===== src/rtl/phy_init_seq_pkg.sv =====
package phy_init_seq_pkg;
    localparam int NSTEP = 11;
    localparam int IDXW  = $clog2(NSTEP);
    localparam int NERR  = 8;

    localparam logic [IDXW-1:0] ST_PLL  = 4'd0;
    localparam logic [IDXW-1:0] ST_DCAL = 4'd1;
    localparam logic [IDXW-1:0] ST_ZCAL = 4'd2;
    localparam logic [IDXW-1:0] ST_DRAM = 4'd3;
    localparam logic [IDXW-1:0] ST_WL   = 4'd4;

    typedef enum logic [1:0] {
        SQ_IDLE = 2'd0,
        SQ_SCAN = 2'd1,
        SQ_RUN  = 2'd2
    } seq_state_t;

    // Trigger word to per-step request mask, in execution order.
    function automatic logic [NSTEP-1:0] decode_req(input logic [31:0] t);
        logic [NSTEP-1:0] r;
        r[0]    = t[4] | t[6];
        r[1]    = t[5];
        r[2]    = t[1];
        r[3]    = t[7] | t[8];
        r[10:4] = t[15:9];
        return r;
    endfunction

    // Steps that own an error flag, packed into the error field order.
    function automatic logic [NERR-1:0] err_mask(input logic [NSTEP-1:0] r);
        return {r[10:4], r[2]};
    endfunction
endpackage


===== src/rtl/step_pick.sv =====
module step_pick
    import phy_init_seq_pkg::*;
(
    input  logic [NSTEP-1:0] req,
    output logic             any,
    output logic [IDXW-1:0]  idx
);
    always_comb begin
        any = |req;
        idx = '0;
        for (int i = NSTEP - 1; i >= 0; i--) begin
            if (req[i]) idx = IDXW'(i);
        end
    end
endmodule


===== src/rtl/step_timer.sv =====
module step_timer #(
    parameter int STEP_LAT = 4
) (
    input  logic clk,
    input  logic rst_n,
    input  logic start,
    output logic fire
);
    localparam int CW = (STEP_LAT > 1) ? $clog2(STEP_LAT) : 1;

    logic          active;
    logic [CW-1:0] cnt;

    assign fire = active && (cnt == '0);

    always_ff @(posedge clk or negedge rst_n) begin
        if (!rst_n) begin
            active <= 1'b0;
            cnt    <= '0;
        end else if (start) begin
            active <= 1'b1;
            cnt    <= CW'(STEP_LAT - 1);
        end else if (fire) begin
            active <= 1'b0;
        end else if (active) begin
            cnt <= cnt - 1'b1;
        end
    end
endmodule


===== src/rtl/vt_guard.sv =====
module vt_guard #(
    parameter int VT_PERIOD = 16,
    parameter int VT_UPD    = 3
) (
    input  logic clk,
    input  logic rst_n,
    input  logic inhibit,
    output logic updating,
    output logic stopped
);
    localparam int TW = (VT_PERIOD > 1) ? $clog2(VT_PERIOD) : 1;
    localparam int UW = $clog2(VT_UPD + 1);

    logic [TW-1:0] tick;
    logic [UW-1:0] upd_cnt;

    assign updating = (upd_cnt != '0);

    always_ff @(posedge clk or negedge rst_n) begin
        if (!rst_n) begin
            tick    <= '0;
            upd_cnt <= '0;
            stopped <= 1'b0;
        end else begin
            if (updating) begin
                upd_cnt <= upd_cnt - 1'b1;
            end else if (!inhibit) begin
                if (tick == TW'(VT_PERIOD - 1)) begin
                    tick    <= '0;
                    upd_cnt <= UW'(VT_UPD);
                end else begin
                    tick <= tick + 1'b1;
                end
            end
            stopped <= inhibit && (upd_cnt <= UW'(1));
        end
    end
endmodule


===== src/rtl/phy_init_seq.sv =====
module phy_init_seq
    import phy_init_seq_pkg::*;
#(
    parameter int STEP_LAT  = 4,
    parameter int VT_PERIOD = 16,
    parameter int VT_UPD    = 3
) (
    input  logic        clk,
    input  logic        rst_n,
    input  logic        trig_we,
    input  logic [31:0] trig_data,
    input  logic [10:0] err_inject,
    input  logic        vt_inhibit,
    output logic [31:0] status,
    output logic        busy,
    output logic        vt_stop,
    output logic        vt_updating
);
    seq_state_t       st, st_nx;
    logic [NSTEP-1:0] pend, done_f, req_w;
    logic [NERR-1:0]  err_f;
    logic             all_done, byp_all, byp_zq;
    logic [IDXW-1:0]  cur, pick_idx;
    logic             pick_any, byp_hit, tmr_start, tmr_fire, accept;
    logic             unused_trig;

    assign unused_trig = ^{trig_data[3:2], trig_data[29:16]};
    assign req_w       = decode_req(trig_data);
    assign accept      = trig_we && trig_data[0] && (st == SQ_IDLE);
    assign byp_hit     = byp_all || (byp_zq && pick_idx == ST_ZCAL);
    assign tmr_start   = (st == SQ_SCAN) && pick_any && !byp_hit;

    step_pick u_pick (.req(pend), .any(pick_any), .idx(pick_idx));

    step_timer #(.STEP_LAT(STEP_LAT)) u_tmr (
        .clk(clk), .rst_n(rst_n), .start(tmr_start), .fire(tmr_fire)
    );

    vt_guard #(.VT_PERIOD(VT_PERIOD), .VT_UPD(VT_UPD)) u_vt (
        .clk(clk), .rst_n(rst_n), .inhibit(vt_inhibit),
        .updating(vt_updating), .stopped(vt_stop)
    );

    always_comb begin
        st_nx = st;
        unique case (st)
            SQ_IDLE: if (accept) st_nx = SQ_SCAN;
            SQ_SCAN: begin
                if (!pick_any)    st_nx = SQ_IDLE;
                else if (byp_hit) st_nx = SQ_SCAN;
                else              st_nx = SQ_RUN;
            end
            SQ_RUN:  if (tmr_fire) st_nx = SQ_SCAN;
            default: st_nx = SQ_IDLE;
        endcase
    end

    always_ff @(posedge clk or negedge rst_n) begin
        if (!rst_n) st <= SQ_IDLE;
        else        st <= st_nx;
    end

    always_ff @(posedge clk or negedge rst_n) begin
        if (!rst_n) begin
            pend     <= '0;
            done_f   <= '0;
            err_f    <= '0;
            all_done <= 1'b0;
            byp_all  <= 1'b0;
            byp_zq   <= 1'b0;
            cur      <= '0;
        end else begin
            if (accept) begin
                pend     <= req_w;
                byp_all  <= trig_data[31];
                byp_zq   <= trig_data[30];
                all_done <= 1'b0;
                done_f   <= done_f & ~req_w;
                err_f    <= err_f & ~err_mask(req_w);
            end
            if (st == SQ_SCAN) begin
                if (!pick_any) begin
                    all_done <= 1'b1;
                end else if (byp_hit) begin
                    done_f[pick_idx] <= 1'b1;
                    pend[pick_idx]   <= 1'b0;
                end else begin
                    cur <= pick_idx;
                end
            end
            if (st == SQ_RUN && tmr_fire) begin
                done_f[cur] <= 1'b1;
                pend[cur]   <= 1'b0;
                if (cur == ST_ZCAL)
                    err_f[0] <= err_inject[cur];
                else if (cur >= ST_WL)
                    err_f[3'(cur - 4'd3)] <= err_inject[cur];
            end
        end
    end

    assign busy   = (st != SQ_IDLE);
    assign status = {4'b0, err_f, 8'b0, done_f, all_done};
endmodule


===== config.mk =====
export PLATFORM = sky130hd
export DESIGN_NAME = phy_init_seq
export DESIGN_NICKNAME = d
export VERILOG_FILES = /design/src/rtl/phy_init_seq_pkg.sv /design/src/rtl/step_pick.sv /design/src/rtl/step_timer.sv /design/src/rtl/vt_guard.sv /design/src/rtl/phy_init_seq.sv
export SDC_FILE = /design/constraint.sdc
export NUM_CORES = 1
export LEC_CHECK = 0
export ABC_AREA = 1
export BUFFER_PORTS_ARGS = -buffer_cell sky130_fd_sc_hd__buf_2
export CAP_MARGIN = 5
export CORE_MARGIN = 2
export CORE_UTILIZATION = 55
export DETAILED_ROUTE_END_ITERATION = 8
export PLACE_DENSITY = 0.84
export SKIP_LAST_GASP = 1
export SLEW_MARGIN = 20
export SYNTH_ARGS = -nofsm -noshare
export SYNTH_HDL_FRONTEND = slang
export SYNTH_SLANG_ARGS = --single-unit

===== constraint.sdc =====
create_clock -name clk -period 4.8 [get_ports clk]
set_input_delay 0.72 -clock clk [delete_from_list [all_inputs] [get_ports clk]]
set_output_delay 0.72 -clock clk [all_outputs]
set_load 0.005 [all_outputs]

== Word level (Yosys, flattened, before mapping) ==
Index checks and enable logic that the tools add are counted.

* Add/subtract/negate cells: 4
* $lt $le $gt $ge: 8
* Equality and inequality tests: 9
* Muxes and demuxes: 52
* Bitwise gates (word level): 15
* Reductions and logical operators: 26

{| class="wikitable"
|+ Operators by type and width
! operator !! number
|-
| two-way mux 11 bit || 10
|-
| two-way mux 4 bit || 12
|-
| AND 11 bit || 3
|-
| inverter 11 bit || 3
|-
| two-way mux 8 bit || 3
|-
| bitwise OR 11 bit || 2
|-
| two-way mux 2 bit || 10
|-
| logical AND 1 bit || 11
|-
| OR reduction 11 bit || 1
|-
| less-than comparator 4 x 5 -> 1 bit, second input constant || 2
|-
| two-way mux 1 bit || 10
|-
| nonzero test 2 bit || 5
|-
| AND 8 bit || 1
|-
| bitwise mux 8 bit || 1
|-
| demux 1 bit (select 4 bit) || 2
|-
| equality test 4 x 2 -> 1 bit, second input constant || 2
|-
| >= comparator 4 x 1 -> 1 bit, second input constant || 2
|-
| inverter 8 bit || 1
|-
| AND reduction 2 bit || 4
|-
| two-way mux 7 bit || 1
|-
| inequality test 2 bit, second input constant || 3
|-
| one-hot mux 2 bit (3 select lines) || 1
|-
| adder 4 x 1 -> 4 bit, second input constant || 1
|-
| binary-select mux 1 bit (select 4 bit) || 1
|-
| other kinds (17) || 22
|}

* Register bits after elaboration: 49
* Bits of input ports: 47
* Output and inout bits: 35
* Logic and storage cells: 127

== Logic depth before layout (Yosys ltp) ==
Gate-level depths: netlist of run 1.

* Depth after elaboration: 22
* Depth in mapped cells: 14
* Mapped depth without buffers: 14

== Cells and area by module ==
Synthesis of run 1 repeated with hierarchy kept, for this count alone.

* Cell total of the unflattened synthesis: 406
* Area, all modules: 2960.3 um^2

{| class="wikitable"
|+ By module, submodules not included
! module !! times used !! cells an instance !! area an instance (um^2) !! sequential area each (um^2)
|-
| phy_init_seq || 1 || 313 || 2301.0 || 975.9
|-
| vt_guard || 1 || 43 || 359.1 || 175.2
|-
| step_timer || 1 || 19 || 151.4 || 75.1
|-
| step_pick || 1 || 31 || 148.9 || 0.0
|}

== Worst setup path after synthesis of run 1 ==
No wires, ideal clock.

* Path kind: reg-to-reg
* From: reg cur[0]
* To: reg err_f[0]
* Library setup time: 0.077 ns
* Data arrival time: 1.514 ns
* Data required time: 4.723 ns
* Slack: 3.208 ns
* Stages on the path, launching flop included: 9
* Path buffers: 1
* Period minus slack after synthesis: 1.592 ns
* Cell sequence: dfrtp_1 buf_2 clkinv_1 ha_1 inv_1 nand2_1 o21ai_0 a21oi_1 a21oi_1

* Cells in the longest elaborated chain, start to end: 9
* Elaborated cells on any way between the ends: 14
* Classes of those cells: add/sub: 1; order compare: 3; eq/ne: 1; mux: 8; reduce/logical: 1

{| class="wikitable"
|+ Ends and longest elaborated chain
! item !! line !! source
|-
| start, declared || phy_init_seq.sv:23 || <nowiki>logic [IDXW-1:0] cur, pick_idx;</nowiki>
|-
| start signal, assigned || phy_init_seq.sv:88 || <nowiki>cur <= pick_idx;</nowiki>
|-
| subtractor 3 x 2 -> 3 bit || phy_init_seq.sv:97 || <nowiki>err_f[3'(cur - 4'd3)] <= err_inject[cur];</nowiki>
|-
| less-than comparator 3 x 4 -> 1 bit (not written as such) / >= comparator 3 x 1 -> 1 bit (equally long branches) || phy_init_seq.sv:97 ||
|-
| logical AND 1 bit (not written as such) || phy_init_seq.sv:97 ||
|-
| two-way mux 1 bit (not written as such) || phy_init_seq.sv:97 ||
|-
| demux 1 bit (select 3 bit) || phy_init_seq.sv:97 ||
|-
| bitwise mux 8 bit || phy_init_seq.sv:97 ||
|-
| two-way mux 8 bit || phy_init_seq.sv:96 || <nowiki>else if (cur >= ST_WL)</nowiki>
|-
| two-way mux 1 bit (*) || phy_init_seq.sv:94 || <nowiki>if (cur == ST_ZCAL)</nowiki>
|-
| two-way mux 8 bit (*) || phy_init_seq.sv:91 || <nowiki>if (st == SQ_RUN && tmr_fire) begin</nowiki>
|-
| end signal, assigned || phy_init_seq.sv:79 || <nowiki>err_f <= err_f & ~err_mask(req_w);</nowiki>
|-
| end signal, assigned || phy_init_seq.sv:95 || <nowiki>err_f[0] <= err_inject[cur];</nowiki>
|-
| end signal, assigned by index || phy_init_seq.sv:97 ||
|-
| end, declared || phy_init_seq.sv:21 || <nowiki>logic [NERR-1:0] err_f;</nowiki>
|}

Mark *: on every way between the ends. The rest lies on a longest branch, timed or not. The select of a mux whose other input is x is not followed.
A chain may end at the register's enable or synchronous reset.

== Final worst setup path of run 1 ==
* From: reg u_tmr.cnt[0]
* To: reg err_f[0]

* Cells in the longest elaborated chain, start to end: 4

{| class="wikitable"
|+ Ends and longest elaborated chain
! item !! line !! source
|-
| start, declared || step_timer.sv:12 || <nowiki>logic [CW-1:0] cnt;</nowiki>
|-
| start signal, assigned || step_timer.sv:22 || <nowiki>cnt <= CW'(STEP_LAT - 1);</nowiki>
|-
| start signal, assigned || step_timer.sv:26 || <nowiki>cnt <= cnt - 1'b1;</nowiki>
|-
| logical NOT 2 bit || step_timer.sv:14 || <nowiki>assign fire = active && (cnt == '0);</nowiki>
|-
| logical AND 1 bit || step_timer.sv:14 ||
|-
| logical AND 1 bit || phy_init_seq.sv:91 ||
|-
| two-way mux 8 bit || phy_init_seq.sv:91 ||
|}

Every way passes these cells.

==> flow_results.org, run 1 <==
** Run status
- Status :: finished, final reports clean

** STA
- Setup TNS :: 0 ps
- Setup repair after global routing left no endpoint under its margin.
- Maximum clock rate :: 461.1 MHz
- Clock Skew :: 12.64 ps
- The worst path needs 2169 ps of the cycle, external delays included.
- Fin. Hold Viols :: 0
- Headroom to the max-slew limit :: 55.06%
- Once routing completed, OpenROAD measured the worst setup slack at 2631 ps.
- Final Slew Violations :: 0
- Setup violations remaining at the end of the flow were counted as 0.
- Final hold slack :: 406.6 ps
- Period utilization :: 45.19%
- Transition time at the pin with the least slew margin :: 671.7 ps

** Route
- Routed WL per cell :: 12.40 um
- Ratio of routed vias to standard cells :: 5.060
- The first routing iteration left 227 violations.
- The routed layout has 2,429 vias.
- Residual DRC count :: 0
- Wires add up to 5.952 mm.
- The first detailed-routing pass ran for 4 iterations.
- Once detail routing completed, the nets flagged for antenna violations numbered 0.

** Die
- In this run the core area contains 25 standard-cell rows.
- In this run the count of I/O pins placed on the die edge is 82.
- Y dimension of the die :: 75.15 um
- The floorplan step defined a die boundary enclosing 5647 um^2.
- Core footprint :: 4817 um^2
- The die is 75.15 um wide.
- Once the floorplan was initialized, standard cells occupied 57.79% of the core.

** Clocking
- The clock passes through at most 2 buffers.
- TritonCTS built the clock tree.
- Clock tree synthesis inserted a total of 5 buffers.
- Htree depth :: 2
- Number of instances resized during post-cts repair :: 0
- The tree is rooted in a sky130_fd_sc_hd__clkbuf_8.
- Later-pin clock latency in the skew report :: 320 ps
- Post-CTS setup buffer count :: 0
- After clock tree synthesis, the clock-pin slew on the worst setup and hold paths is 100 ps.
- Clk sinks :: 49
- Number of buffers inserted by hold repair at cts :: 0

** Critical path
- In this run the worst path has a maximum fanout of 11.
- CP Launch Point :: u_tmr.cnt[0]$_DFFE_PN0P_
- At the worst endpoint, the arrival time is 2410 ps.
- In this run the critical register-to-register path is launched from u_tmr.cnt[0]$_DFFE_PN0P_.
- Grouping stages by cell kind, the critical path spends the most delay in simple AND/OR/NAND/NOR gates.
- Crit-path cells :: inv_1 > ha_1 > nand2_1 > nor2_1 > nand3_1 > o21ai_0 > a21oi_1 > a21oi_1
- STA classifies the critical path endpoint as a flip-flop.
- In this design, the critical path's most frequently occurring cell is sky130_fd_sc_hd__a21oi_1.
- At the worst endpoint, the required time is 5050 ps.
- Type of the worst setup path :: flip-flop to flip-flop
- Type of origin of the critical path :: flip-flop
- Cell at the slowest stage of the critical path :: sky130_fd_sc_hd__nor2_1
- Critical path buffers and inverters :: 1
- In this design, the stage delay of the slowest critical-path cell is 540 ps.

** Synth
- Yosys warning total :: 0
- After synthesis, the largest family of logic cells by area is simple AND/OR/NAND/NOR gates.
- The commonest cells after synthesis are sky130_fd_sc_hd__nand2_1, sky130_fd_sc_hd__dfrtp_1, sky130_fd_sc_hd__nor2_1.
- The share of synthesized area in the top cell type comes to 44.04%.
- In the synthesized netlist the dominant register cell turns out to be sky130_fd_sc_hd__dfrtp_1.
- Post-Synth Adder-Cell Area :: 3.596%
- Most repeated cell in the gate-level netlist after synthesis :: sky130_fd_sc_hd__nand2_1
- Seq/Total Area, Yosys :: 44.04%
- Cells after Synth :: 359
- The biggest area contributor in the post-synthesis netlist is sky130_fd_sc_hd__dfrtp_1.
- The synthesized design contains 0 enable-type register cells.
- After synthesis, the netlist uses 35 different library cells.
- The synthesized netlist devotes 0.9438% of its cell area to XOR and XNOR gates.
- After synthesis the cells add up to 2784 um^2.
- Post-synthesis share of cell area spent on and, or, nand and nor gates :: 26.92%
- Synthesis inferred 49 register bits.
- Mapped Avg Cell Area :: 7.755 um^2
- Proportion of synthesized area in mux cells :: 0.4045%
- For this run, asynchronously set or reset flops after synthesis account for 100.0%.
- By area the synthesized netlist is led by sky130_fd_sc_hd__dfrtp_1, sky130_fd_sc_hd__nand2_1, sky130_fd_sc_hd__nor2_1.
- Area fraction in compound gates after synthesis :: 12.22%

** Finish
- In the final layout, the share of cells above drive strength 1 is 20.10%.
- 0 antenna diodes ended up in the layout.
- Layout Cells excl Fill :: 480
- The multi-input combinational cells in the finished layout cover a total of 1272 um^2.
- Post-route cell area :: 3166 um^2
- Total Nets Final :: 467
- Synth-to-layout area growth :: 13.71%
- Post-layout util :: 65.71%
- The filler cells instantiated in the layout total 429.
- FF/Latch Area :: 1226 um^2

** Power
- VDD sags by at most 0.3167 mV.
- Overall power after layout :: 1.900 mW
- Power density of the placed cells :: 600.1 nW/um^2
- The analysis attributes to cell leakage a power of 1.716 nW.

** Hold path
- The worst hold path belongs to the class input pin to asynchronous set/reset pin.

** Global routing
- The total overflow left after global routing is 0.
- The number of global-route vias before repair came to 2,259.
- Initial antenna violation count :: 0
- Global-route wire length before repair :: 10.06 mm
- Global-route total usage across every layer :: 23.58%
- Maximum number of pins on one net before global-route repair :: 50

** Placement
- Worst slack after detailed placement :: 2650 ps
- The HPWL after detailed placement is 4.502 mm.
- Routability-driven placement finished with a final weighted congestion of 0.8692.
- Once placement finished, the instance area stood at 3043 um^2.
- # port buffers :: 53
- After detailed placement, the design holds a cell count of 472.

** Run
- The tool flagged a number of max-cap violations equal to 0.
cell type report:
| type | instances | area share (%) |
|---|---|---|
| Sequential cell | 49 | 38.74 |
| Timing Repair Buffer | 54 | 8.696 |
| Clock inverter | 2 | 1.186 |
| Tap cell | 67 | 2.648 |
| Inverter | 50 | 5.929 |
| Clock buffer | 6 | 2.609 |
| Multi-Input combinational cell | 252 | 40.20 |
layout by cell type (no fill, tap or decap), types with 2 or more instances in the layout:
master                     instances
sky130_fd_sc_hd__nor3_1            3
sky130_fd_sc_hd__o22ai_1           2
sky130_fd_sc_hd__nand2_1          73
sky130_fd_sc_hd__nand3_1          25
sky130_fd_sc_hd__xor2_1            2
sky130_fd_sc_hd__dfrtp_1          49
sky130_fd_sc_hd__a21oi_1          19
sky130_fd_sc_hd__o21bai_1          4
sky130_fd_sc_hd__inv_2             4
sky130_fd_sc_hd__nand3_2           5
sky130_fd_sc_hd__o21ai_1           2
sky130_fd_sc_hd__nor2_2            2
sky130_fd_sc_hd__ha_1              8
sky130_fd_sc_hd__nand4_1           6
sky130_fd_sc_hd__buf_2            52
sky130_fd_sc_hd__conb_1           12
sky130_fd_sc_hd__nand2_2           4
sky130_fd_sc_hd__o21ai_0          28
sky130_fd_sc_hd__clkbuf_8          6
sky130_fd_sc_hd__inv_1            45
sky130_fd_sc_hd__buf_4             2
sky130_fd_sc_hd__nor2_1           46
cells by family after synthesis:
| logic type | count (synthesis) |
|---|---|
| AOI/OAI and AO/OA | 60 |
| xor gates and xnor gates | 3 |
| adders and majority gates | 8 |
| buffers and inverters | 69 |
| DFF | 49 |
| muxes | 1 |
| other | 1 |
| and+or+nand+nor | 168 |
flip-flops by register name, indices dropped and copies added, names as in the netlist, 2 cells and up:
register / flops
u_vt.tick: 4
u_tmr.cnt: 2
cur: 4
u_vt.upd_cnt: 2
err_f: 8
done_f: 11
st: 2
pend: 11
path summary, 6_finish.rpt:
check	to	slack [ps]	cells after the start
max	err_f[0]$_DFF_PN0_	2630	8
min	cur[3]$_DFFE_PN0P_	410	1
max reg2reg	err_f[0]$_DFF_PN0_	2630	8
min reg2reg	st[0]$_DFFE_PN0P_	480	1
max in group asynchronous	err_f[5]$_DFF_PN0_	3980	1
min in group clk	st[0]$_DFFE_PN0P_	480	1
routing by layer:
layer | part of all wire [%] | vias to the layer above | GRT usage, %
li1 | - | 1231 | -
met1 | 45 | 1128 | 32.16
met5 | 0 | - | 0
met3 | 5.0 | 7 | 5.221
met4 | 1.1 | 0 | 6.043
met2 | 49 | 63 | 38.50
report_power, final:
part           leakage (nW)  switching, mW  internal (mW)
Combinational          1.03          0.578          0.314
Sequential            0.626          0.108          0.586
Clock                0.0574          0.144          0.169
Total                  1.72          0.830           1.07
Power figures use the tool's default switching activity.
==> run 2: changes to the inputs <==
--- a/config.mk
+++ b/config.mk
@@ -5,13 +5,13 @@
 export SDC_FILE = /design/constraint.sdc
 export NUM_CORES = 1
 export LEC_CHECK = 0
-export ABC_AREA = 1
+export ABC_AREA = 0
 export BUFFER_PORTS_ARGS = -buffer_cell sky130_fd_sc_hd__buf_2
 export CAP_MARGIN = 5
 export CORE_MARGIN = 2
-export CORE_UTILIZATION = 55
+export CORE_UTILIZATION = 52
 export DETAILED_ROUTE_END_ITERATION = 8
-export PLACE_DENSITY = 0.84
+export PLACE_DENSITY = 0.8
 export SKIP_LAST_GASP = 1
 export SLEW_MARGIN = 20
 export SYNTH_ARGS = -nofsm -noshare
==> constraint.sdc (replaced) <==
create_clock -name clk -period 2.1 [get_ports clk]
set_input_delay 0.315 -clock clk [delete_from_list [all_inputs] [get_ports clk]]
set_output_delay 0.315 -clock clk [all_outputs]
set_load 0.005 [all_outputs]
==> flow_results.org, run 2 <==
** STA
- Fin. Hold Viols :: 0 (unchanged)
- The final worst clock skew came to 12.69 ps (+0.04610 ps).
- Setup-violating endpoint count in the final report :: 1 (+1)
- The transition time at the pin with the least slew margin came to 631.1 ps (-40.58 ps).
- Clock period minus worst slack :: 2108 ps (-60.53 ps)
- The count of final max-slew check failures is 0 (unchanged).
- Maximum clock rate :: 474.3 MHz (+2.9%)
- Headroom to the max-slew limit :: 57.93% (+2.9 points)
- Final hold slack :: 97.45 ps (-309.1 ps)
- Fin worst setup slack :: -8.394 ps (-2639 ps)
- The ratio of final minimum period to clock period is 100.4% (+55 points).
- Setup repair after global routing could not meet its margin everywhere.

** Synth
- Post-synthesis share of cell area spent on and, or, nand and nor gates :: 19.87% (-7.0 points)
- Top post-synthesis cells by area :: sky130_fd_sc_hd__dfrtp_1, sky130_fd_sc_hd__nand2_1, sky130_fd_sc_hd__buf_4
- Post-synth top cells :: sky130_fd_sc_hd__dfrtp_1, sky130_fd_sc_hd__nand2_1, sky130_fd_sc_hd__nor2_1, sky130_fd_sc_hd__o21ai_0, sky130_fd_sc_hd__buf_4
- The number of synthesized register bits is 49 (unchanged).
- Proportion of synthesized area in mux cells :: 3.486% (+3.1 points)
- Main combinational cell family by area after synthesis :: simple AND/OR/NAND/NOR gates
- The number of flops mapped to enable cells by yosys was 0 (unchanged).
- Cells after Synth :: 286 (-20%)
- The largest total area in the synthesized netlist belongs to sky130_fd_sc_hd__dfrtp_1.
- The adder and majority cell fraction of the synthesized area came to 3.622% (+0.026 points).
- Area fraction of the dominant cell type after synthesis :: 44.36% (+0.32 points)
- The fraction of synthesis flops using an asynchronous set or reset pin is 100.0% (unchanged).
- Area fraction in compound gates after synthesis :: 19.69% (+7.5 points)
- Post-synthesis share of cell area spent on xor and xnor gates :: 1.268% (+0.32 points)
- The average cell area after synthesis is 9.664 um^2 (+25%).
- Most repeated cell in the gate-level netlist after synthesis :: sky130_fd_sc_hd__dfrtp_1
- Seq/Total Area, Yosys :: 44.36% (+0.32 points)
- Yosys warning total :: 0 (unchanged)
- The count of cell types in the netlist was 58 (+66%).
- Cell area after synthesis :: 2764 um^2 (-0.72%)
- Most instantiated flip-flop cell in the synthesis netlist :: sky130_fd_sc_hd__dfrtp_1

** Route
- Total wire length after detailed routing :: 6.730 mm (+13%)
- Number of detailed-route iterations in the first pass :: 4 (unchanged)
- Number of antenna-violating nets in the routed design :: 0 (unchanged)
- The number of DRC violations after detailed-routing iteration 0 is 168 (-26%).
- The residual DRC count was 0 (unchanged).
- Ratio of routed vias to standard cells :: 5.550 (+9.7%)
- Routed WL per cell :: 15.44 um (+24%)
- The via count of the routed design came to 2,420 (-0.37%).

** Power
- Power density of the placed cells :: 1380 nW/um^2 (+130%)
- Overall power after layout :: 4.647 mW (+140%)
- The leakage dissipation was 1.678 nW (-2.2%).
- Maximum ir drop on the vdd rail :: 0.6868 mV (+120%)

** Finish
- Total Nets Final :: 420 (-10%)
- Leaving out fill and tap cells, the most frequent cells in the layout are sky130_fd_sc_hd__buf_2, sky130_fd_sc_hd__dfrtp_1, sky130_fd_sc_hd__nand2_1, sky130_fd_sc_hd__buf_4.
- Biggest regs :: done_f (11), pend (11), err_f (8)
- Synth-to-layout area growth :: 21.87%
- The share of post-route cells with drive strength above 1 came to 31.69% (+12 points).
- Post-layout util :: 65.95% (+0.23 points)
- Diodes inserted :: 0 (unchanged)
- The library cell used most frequently in the layout, excluding fill and tap cells, is sky130_fd_sc_hd__buf_2.

** Clocking
- The post-CTS clock slew at the launch and capture registers of the worst setup and hold paths came to 100 ps (about the same).
- The cell sitting at the root of the clock tree is a sky130_fd_sc_hd__clkbuf_8.
- Htree depth :: 2 (unchanged)
- The number of buffers inserted by hold repair at cts was 0 (unchanged).
- The number of sinks handled by clock tree synthesis is 49 (unchanged).
- Clock tree from TritonCTS :: built
- The clock insertion delay at the later pin of the skew report came to 310 ps (about the same).
- Total CTS buffers :: 5 (unchanged)
- The maximum buffer depth of the clock tree is 2 (unchanged).

** Critical path
- The highest cell delay on the worst timing path was 560 ps (+20 ps).
- Minimum setup slack among reg-to-reg paths :: -8 ps (-2640 ps)
- The worst register-to-register path begins at pend[2]$_DFF_PN0_.
- Kind of cell with the highest combined delay on the critical path :: compound AO/OA/AOI/OAI gates
- Type of the worst setup path :: flip-flop to flip-flop
- Highest net fanout along the worst path :: 6 (-5)
- Critical path buffers and inverters :: 0 (-1)
- Worst Setup End Kind :: flip-flop
- Cell at the slowest stage of the critical path :: sky130_fd_sc_hd__or4_4
- Type of origin of the critical path :: flip-flop
- The worst register-to-register path ends at cur[1]$_DFFE_PN0P_.
- Crit-path cells :: or4_4 > a22o_4 > a21oi_4 > o211ai_4 > mux2_4
- The required time reported for the critical path endpoint came to 2300 ps (-2750 ps).
- The critical path data arrival time came to 2300 ps (-110 ps).
- The depth of the worst register-to-register path is 5 (-3).

** Die
- Y dimension of the die :: 76.91 um (+2.3%)
- Boundary pin count :: 82 (unchanged)
- Initial Utilization :: 54.12% (-3.7 points)
- The die footprint was 5914 um^2 (+4.7%).
- The site row count came to 26 (+4.0%).
- DIE WIDTH :: 76.91 um (+2.3%)
- The core area came to 5107 um^2 (+6.0%).

** Global routing
- Global-route total usage across every layer :: 23.96% (+0.38 points)
- Maximum number of pins on one net before global-route repair :: 50 (unchanged)
- Initial antenna violation count :: 0 (unchanged)
- The remaining global-route overflow is 0 (unchanged).
- Number of global-route vias before repair :: 2,352 (+4.1%)
- The global-route wire length before repair is 11.27 mm (+12%).

** Placement
- Dpl hpwl :: 5.050 mm (+12%)
- # port buffers :: 53 (unchanged)
- The routability congestion estimate was 0.9056 (+4.2%).

** Run
- The max-cap violation count was 0 (unchanged).

** Hold path
- In this run the worst hold path is classified as input pin to asynchronous set/reset pin.

** Run status
- Failing checks :: negative setup slack
- The flow ran to the end, but the final reports show violations.
[run 2: changes by cell type after synthesis, sizes merged, moves of 6 or more]
| cell | previous run | this run |
|---|---|---|
| nand2 | 78 | 48 |
| a21oi | 20 | 10 |
| a221o | 0 | 6 |
| o21ai | 31 | 17 |
| nor2 | 49 | 17 |
| a221oi | 0 | 6 |
| inv | 49 | 11 |
| nand3 | 30 | 14 |
[run 2: what timing repair did]
action	4_1_cts	5_1_grt
pin swaps	0	2
resized for setup	1	1
setup endpoints to repair	1	6
setup buffers	1	3
[run 2: where the power goes]
part           internal [mW]  switching (mW)  total [mW]
logic                   1.07            1.10        2.18
clock network          0.480           0.343       0.823
registers               1.28           0.370        1.65
[run 2: stage by stage]
stage / cells / instance area [um^2] / setup TNS (ps) / setup WS [ps]
floorplan: 297 / 2805 / -129.6 / -64.82
global placement: 424 / 3193 / 0 / 31.23
detailed placement: 424 / 3193 / -6.836 / -6.836
CTS: 433 / 3341 / -3.793 / -3.793
global route: 436 / 3368 / -255.8 / -69.73
finish: 436 / 3368 / -8.394 / -8.394
[run 2: kinds of logic after synthesis]
family          Yosys count
simple gates            112
buf+inv                  34
other cells               1
compound gates           71
xor+xnor                  4
flops                    49
mux                       7
fa+ha+maj                 8
[run 2: cell type report]
cell class | count | area, um^2
clock buffers | 5 | 68.82
clock inverters | 3 | 68.82
fillers | 454 | 1739
inverters | 11 | 41.29
multi-input cells | 214 | 1378
flip-flops and latches | 49 | 1226
well taps | 70 | 87.58
repair buffers | 84 | 498.0
[run 2: metal layers]
layer,share of wire [%],global-route usage (%)
met1,43,32.13
met2,48,39.21
met3,7.0,3.882
met4,1.8,8.909
met5,0,0
[run 2: worst max path at each step]
stage,start,endpoint,slack [ps],cells past startpoint
after floorplan,pend[2]$_DFF_PN0_,cur[1]$_DFFE_PN0P_,-60,7
after global placement,pend[2]$_DFF_PN0_,pend[8]$_DFF_PN0_,30,5
after detailed placement,pend[8]$_DFF_PN0_,pend[8]$_DFF_PN0_,-7,5
after CTS,pend[2]$_DFF_PN0_,cur[1]$_DFFE_PN0P_,-4,5
after global routing,pend[1]$_DFF_PN0_,cur[0]$_DFFE_PN0P_,-70,6
final,pend[2]$_DFF_PN0_,cur[1]$_DFFE_PN0P_,-8,5
